===== src/rtl/xtal_trim_pkg.sv =====
package xtal_trim_pkg;

    typedef enum logic [1:0] {
        TRIM_OFF  = 2'b00,
        TRIM_FAST = 2'b01,
        TRIM_NONE = 2'b10,
        TRIM_SLOW = 2'b11
    } trim_code_e;

    typedef enum logic {
        ST_COUNT   = 1'b0,
        ST_STRETCH = 1'b1
    } div_state_e;

endpackage


===== src/rtl/xtal_trim_field.sv =====
module xtal_trim_field
    import xtal_trim_pkg::*;
#(
    parameter logic [1:0] PRESET_TRIM = 2'b10
) (
    input  logic       clk,
    input  logic       rst_n,
    input  logic       wr_en,
    input  logic [1:0] wr_data,
    input  logic       tsense_en,
    input  logic       sec_end,
    output trim_code_e trim_act
);

    trim_code_e pend_q;
    trim_code_e act_q;
    logic       wr_ok;

    assign wr_ok = wr_en && !tsense_en;

    always_ff @(posedge clk or negedge rst_n) begin
        if (!rst_n) begin
            pend_q <= trim_code_e'(PRESET_TRIM);
            act_q  <= trim_code_e'(PRESET_TRIM);
        end else begin
            if (wr_ok) begin
                pend_q <= trim_code_e'(wr_data);
            end
            if (sec_end) begin
                act_q <= pend_q;
            end
        end
    end

    assign trim_act = act_q;

    // a blocked write leaves the pending code untouched
    a_r7_write_blocked: assert property (@(posedge clk) disable iff (!rst_n)
        (wr_en && tsense_en) |=> $stable(pend_q));

    // an accepted write lands in the pending register
    a_r6_write_taken: assert property (@(posedge clk) disable iff (!rst_n)
        (wr_en && !tsense_en) |=> (pend_q == $past(wr_data)));

    // the code in force only moves on a boundary strobe from the divider
    a_r6_boundary_only: assert property (@(posedge clk) disable iff (!rst_n)
        !sec_end |=> $stable(act_q));

endmodule


===== src/rtl/xtal_trim_divider.sv =====
module xtal_trim_divider
    import xtal_trim_pkg::*;
#(
    parameter int DIV_W = 15
) (
    input  logic       clk,
    input  logic       rst_n,
    input  trim_code_e trim_act,
    output logic       sec_end,
    output logic       tick
);

    localparam logic [DIV_W-1:0] CNT_MAX  = {DIV_W{1'b1}};
    localparam logic [DIV_W-1:0] CNT_ZERO = '0;
    localparam logic [DIV_W-1:0] STEP_ONE = DIV_W'(1);
    localparam logic [DIV_W-1:0] STEP_TWO = DIV_W'(2);

    div_state_e       state_q, state_nx;
    logic [DIV_W-1:0] cnt_q, cnt_nx;
    logic             at_zero;

    assign at_zero = (cnt_q == CNT_ZERO);

    // next-state and divider step
    always_comb begin
        state_nx = state_q;
        cnt_nx   = cnt_q + STEP_ONE;
        unique case (state_q)
            ST_COUNT: begin
                if (at_zero && trim_act == TRIM_FAST) begin
                    cnt_nx = cnt_q + STEP_TWO;
                end else if (at_zero && trim_act == TRIM_SLOW) begin
                    cnt_nx   = cnt_q;
                    state_nx = ST_STRETCH;
                end
            end
            ST_STRETCH: begin
                cnt_nx   = cnt_q + STEP_ONE;
                state_nx = ST_COUNT;
            end
        endcase
    end

    // state register
    always_ff @(posedge clk or negedge rst_n) begin
        if (!rst_n) begin
            state_q <= ST_COUNT;
            cnt_q   <= CNT_ZERO;
        end else begin
            state_q <= state_nx;
            cnt_q   <= cnt_nx;
        end
    end

    assign sec_end = (state_q == ST_COUNT) && (cnt_q == CNT_MAX);

    // outputs
    always_ff @(posedge clk or negedge rst_n) begin
        if (!rst_n) begin
            tick <= 1'b0;
        end else begin
            tick <= sec_end;
        end
    end

    // tick is one cycle wide and marks the first cycle at count 0
    a_r5_tick_single: assert property (@(posedge clk) disable iff (!rst_n)
        tick |=> !tick);
    a_r5_tick_at_zero: assert property (@(posedge clk) disable iff (!rst_n)
        tick |-> (at_zero && state_q == ST_COUNT));

    // the stretch state holds count 0 for a second cycle
    a_r4_stretch_hold: assert property (@(posedge clk) disable iff (!rst_n)
        (state_q == ST_STRETCH) |-> (at_zero && $past(cnt_q) == CNT_ZERO));

    // away from count 0 the divider advances by one
    a_r8_plain_step: assert property (@(posedge clk) disable iff (!rst_n)
        !at_zero |=> (cnt_q == $past(cnt_q) + STEP_ONE));

    // fast code skips count 1
    a_r3_skip_one: assert property (@(posedge clk) disable iff (!rst_n)
        (at_zero && state_q == ST_COUNT && trim_act == TRIM_FAST) |=> (cnt_q == STEP_TWO));

endmodule


===== src/rtl/xtal_trim_top.sv =====
module xtal_trim_top
    import xtal_trim_pkg::*;
#(
    parameter int         DIV_W       = 15,
    parameter logic [1:0] PRESET_TRIM = 2'b10
) (
    input  logic       clk_osc,
    input  logic       por_n,
    input  logic       trim_wr_en,
    input  logic [1:0] trim_wr_data,
    input  logic       temp_sense_en,
    output logic       sec_tick,
    output logic [1:0] trim_rd
);

    trim_code_e trim_act;
    logic       sec_end;

    xtal_trim_field #(
        .PRESET_TRIM (PRESET_TRIM)
    ) u_field (
        .clk       (clk_osc),
        .rst_n     (por_n),
        .wr_en     (trim_wr_en),
        .wr_data   (trim_wr_data),
        .tsense_en (temp_sense_en),
        .sec_end   (sec_end),
        .trim_act  (trim_act)
    );

    xtal_trim_divider #(
        .DIV_W (DIV_W)
    ) u_div (
        .clk      (clk_osc),
        .rst_n    (por_n),
        .trim_act (trim_act),
        .sec_end  (sec_end),
        .tick     (sec_tick)
    );

    assign trim_rd = trim_act;

    // leaving reset, the preset is in force and no tick is pending
    a_r1_reset_state: assert property (@(posedge clk_osc) disable iff (!por_n)
        $rose(por_n) |-> (trim_rd == PRESET_TRIM && !sec_tick));

endmodule


===== config.mk =====
export PLATFORM = sky130hd
export DESIGN_NAME = xtal_trim_top
export DESIGN_NICKNAME = d
export VERILOG_FILES = /design/src/rtl/xtal_trim_pkg.sv /design/src/rtl/xtal_trim_field.sv /design/src/rtl/xtal_trim_divider.sv /design/src/rtl/xtal_trim_top.sv
export SDC_FILE = /design/constraint.sdc
export NUM_CORES = 1
export LEC_CHECK = 0
export BUFFER_PORTS_ARGS = -buffer_cell sky130_fd_sc_hd__buf_2
export CORE_MARGIN = 3
export CORE_UTILIZATION = 45
export CTS_CLUSTER_SIZE = 25
export DETAILED_ROUTE_END_ITERATION = 12
export PLACE_DENSITY = 0.68
export SYNTH_ARGS = -nofsm -noshare
export SYNTH_HDL_FRONTEND = slang
export SYNTH_SLANG_ARGS = --single-unit

===== constraint.sdc =====
create_clock -name clk_osc -period 4.6 [get_ports clk_osc]
set_input_delay 0.92 -clock clk_osc [delete_from_list [all_inputs] [get_ports clk_osc]]
set_output_delay 0.92 -clock clk_osc [all_outputs]
set_load 0.01 [all_outputs]

==> impl_metrics.ini <==
[run_status]
status = finished clean

[yosys]
yosys.area.top_type = dfrtp_1
synth_cell_types = 27
syn_nets = 93
synth-seq-cells = 21
netlist_area_sq_um = 995
postSynth.asyncResetShare_pct = 100
synth_ff_type = dfrtp_1
synth_top_area_share_pct = 47.8
yosys_warnings = 0
ys_seq_area_share_pct = 53.1
synth_area_per_cell_sq_um = 11.8
synth_area_leaders = dfrtp_1, xor2_1, dfstp_2
synth_edf_count = 0
synthCells = 84
yosysMostFrequentCell = dfrtp_1
synth.top_cells.by_count = dfrtp_1, xor2_1, inv_1, xnor2_1

[floorplanning]
die_area_sq_um = 2810
start_util_pct = 49.2
rows = 16
io-pin-count = 9
core_sq_um = 2020
die_w_um = 53.0
die_y_um = 53.0

[cells_and_area]
fillers = 185
nNetsFinal = 106
layout.cells.non_filler = 123
multi_input_area_sq_um = 444
regArea_sq_um = 528
final_layout_size_suffix_gt1_share_pct = 22.9
area_delta_synth_final_pct = 10.1
antennaDiodeCount = 0

[grt]
grt_pass1_wl_um = 2970
overflow = 0
grt_pass1_vias = 680
antenna_found_initial = 0
grt_max_degree = 22
grt_use_total_pct = 15.1

[setup_path]
r2r_end = u_div.cnt_q[2]
path_class = flip-flop to primary output
crit_arrival_ns = 1.01
cp.required_ns = 3.68
cp_slowest_cell = dfstp_2
setup.worst_path.end = trim_rd[1]
reg2regPathDepth = 6
worstReg2RegStart = u_div.cnt_q[0]
critical_path.cell_chain = buf_2
path_depth = 1
reg2reg_slack_ns = 2.75
path_delay_family = flip-flops
cp_slowest_stage_delay_ns = 0.58
cp-start-kind = flip-flop
end_kind = primary output
worstPathMaxFanout = 5
cp_num_buf_inv = 1
cp-startpoint = u_field.trim_act[1]

[power]
ir_worst_vdd_uv = 178
total_leakage_power_uw = 0.000521
fin_total_pwr_uw = 284
pwr_density_cell_nw_per_um2 = 260

[clock_network]
postCtsSetupBuffers = 0
cts-resized-gates = 0
clk_pin_slew_ns = 0.10
htree_levels = 1
cts_sinks = 21
clk_latency_ns = 0.30
hold_buffers = 0
cts_buffers = 3
cts_root_buf = clkbuf_4
ctsLongestPathBuffers = 2
cts_tree = built

[timing]
post-route-min-period_ns = 1.93
skew_ns = 0.00814
finalMaxSlewViolations = 0
rsz0062_at_grt = no
setup_tns_ns = 0
finalHoldViolations = 0
slew_headroom_pct = 69.5
tightest_slew_ns = 0.458
finalCritPeriodShare_pct = 42.0
finalWorstSetupSlack_ns = 2.67
setup_viol_count_final = 0
max_freq_mhz = 518

[drt]
routedWlPerCell_um = 13.2
drcViolationCount = 0
viasPerCell = 5.22
vias = 642
drt_pass1_iterations = 4
ant_nets = 0
first_iter_violations = 10
drt_wl_total_um = 1620

[place]
io_buffers = 8
dp.cells = 119
post-dp-hpwl_um = 1250
dp_slack_ns = 2.77
routabilityCongestion = 0.794

[worst_hold_path]
hold_class = flip-flop to flip-flop

[flow_run]
drv_cap = 0
## worst min-delay path by stage
stage,start,endpoint,slack (ns),cells after the start
4_1_cts,u_div.cnt_q[14],u_div.cnt_q[14],0.51,1
5_1_grt,u_div.cnt_q[14],u_div.cnt_q[14],0.53,1
3_5_place_dp,u_div.cnt_q[14],u_div.cnt_q[14],0.49,1
3_3_place_gp,u_div.cnt_q[14],u_div.cnt_q[14],0.48,1
6_report,u_div.cnt_q[14],u_div.cnt_q[14],0.51,1
2_1_floorplan,u_div.cnt_q[11],u_div.cnt_q[11],0.46,1
## final cells by class
class                      instances  share of cell area (%)
sequential                        21                    48.2
multi-input combinational         57                    40.6
timing repair buffer               8                    3.66
tap                               27                    3.09
clock buffer                       4                    2.40
inverter                           6                    2.06
## cell families after synthesis
kind of cell / share of synthesized area (%)
buffers and inverters: 2.26
AND/OR/NAND/NOR: 19.6
AO/OA/AOI/OAI: 3.52
flip-flops: 53.1
multiplexers: 6.29
XOR/XNOR: 11.4
adder cells (fa/ha/maj): 3.77
## layout by cell type, fill, tap and decap left out, types with 2 or more instances in the layout
| master | n |
|---|---|
| buf_2 | 8 |
| xnor2_1 | 6 |
| nor4b_1 | 2 |
| nand3_1 | 5 |
| nor2_1 | 4 |
| dfstp_2 | 2 |
| nor3_1 | 3 |
| o21ai_0 | 3 |
| dfrtp_1 | 19 |
| mux2_4 | 2 |
| nand2_1 | 5 |
| clkbuf_4 | 3 |
| mux2_2 | 2 |
| inv_1 | 6 |
| nand4_1 | 2 |
| xor2_1 | 7 |
| nor4_1 | 2 |
| ha_1 | 3 |
## metrics by stage
step / utilization, % / cell area (sq um) / hold WS (ns)
after global placement: 52.8 / 1070 / 0.485
final: 54.1 / 1090 / 0.508
after global routing: 54.1 / 1090 / 0.534
after CTS: 54.1 / 1090 / 0.510
after detailed placement: 52.8 / 1070 / 0.495
after floorplan: - / 995 / 0.464
## layer usage
layer	wire length (um)	part of all wire [%]	global-route usage, %	up-vias
met1	743	46	18.8	314
met2	798	49	22.5	10
met3	63	3.9	4.51	2
li1	-	-	-	316
met5	0	0	0	-
met4	12	0.74	9.79	0
## sequential cells by signal, summed over array words and instances, names as in the netlist
register,flops
u_div.cnt_q,15
u_div.tick,1
u_field.trim_act,2
u_field.pend_q,2
u_div.state_q,1
## where the power goes
group,total [uW],switching [uW],internal [uW]
sequential,189,1.30,188
combinational,8.60,4.66,3.93
clock,86.2,52.4,33.8
No activity file was read; power rests on OpenSTA's default activity.
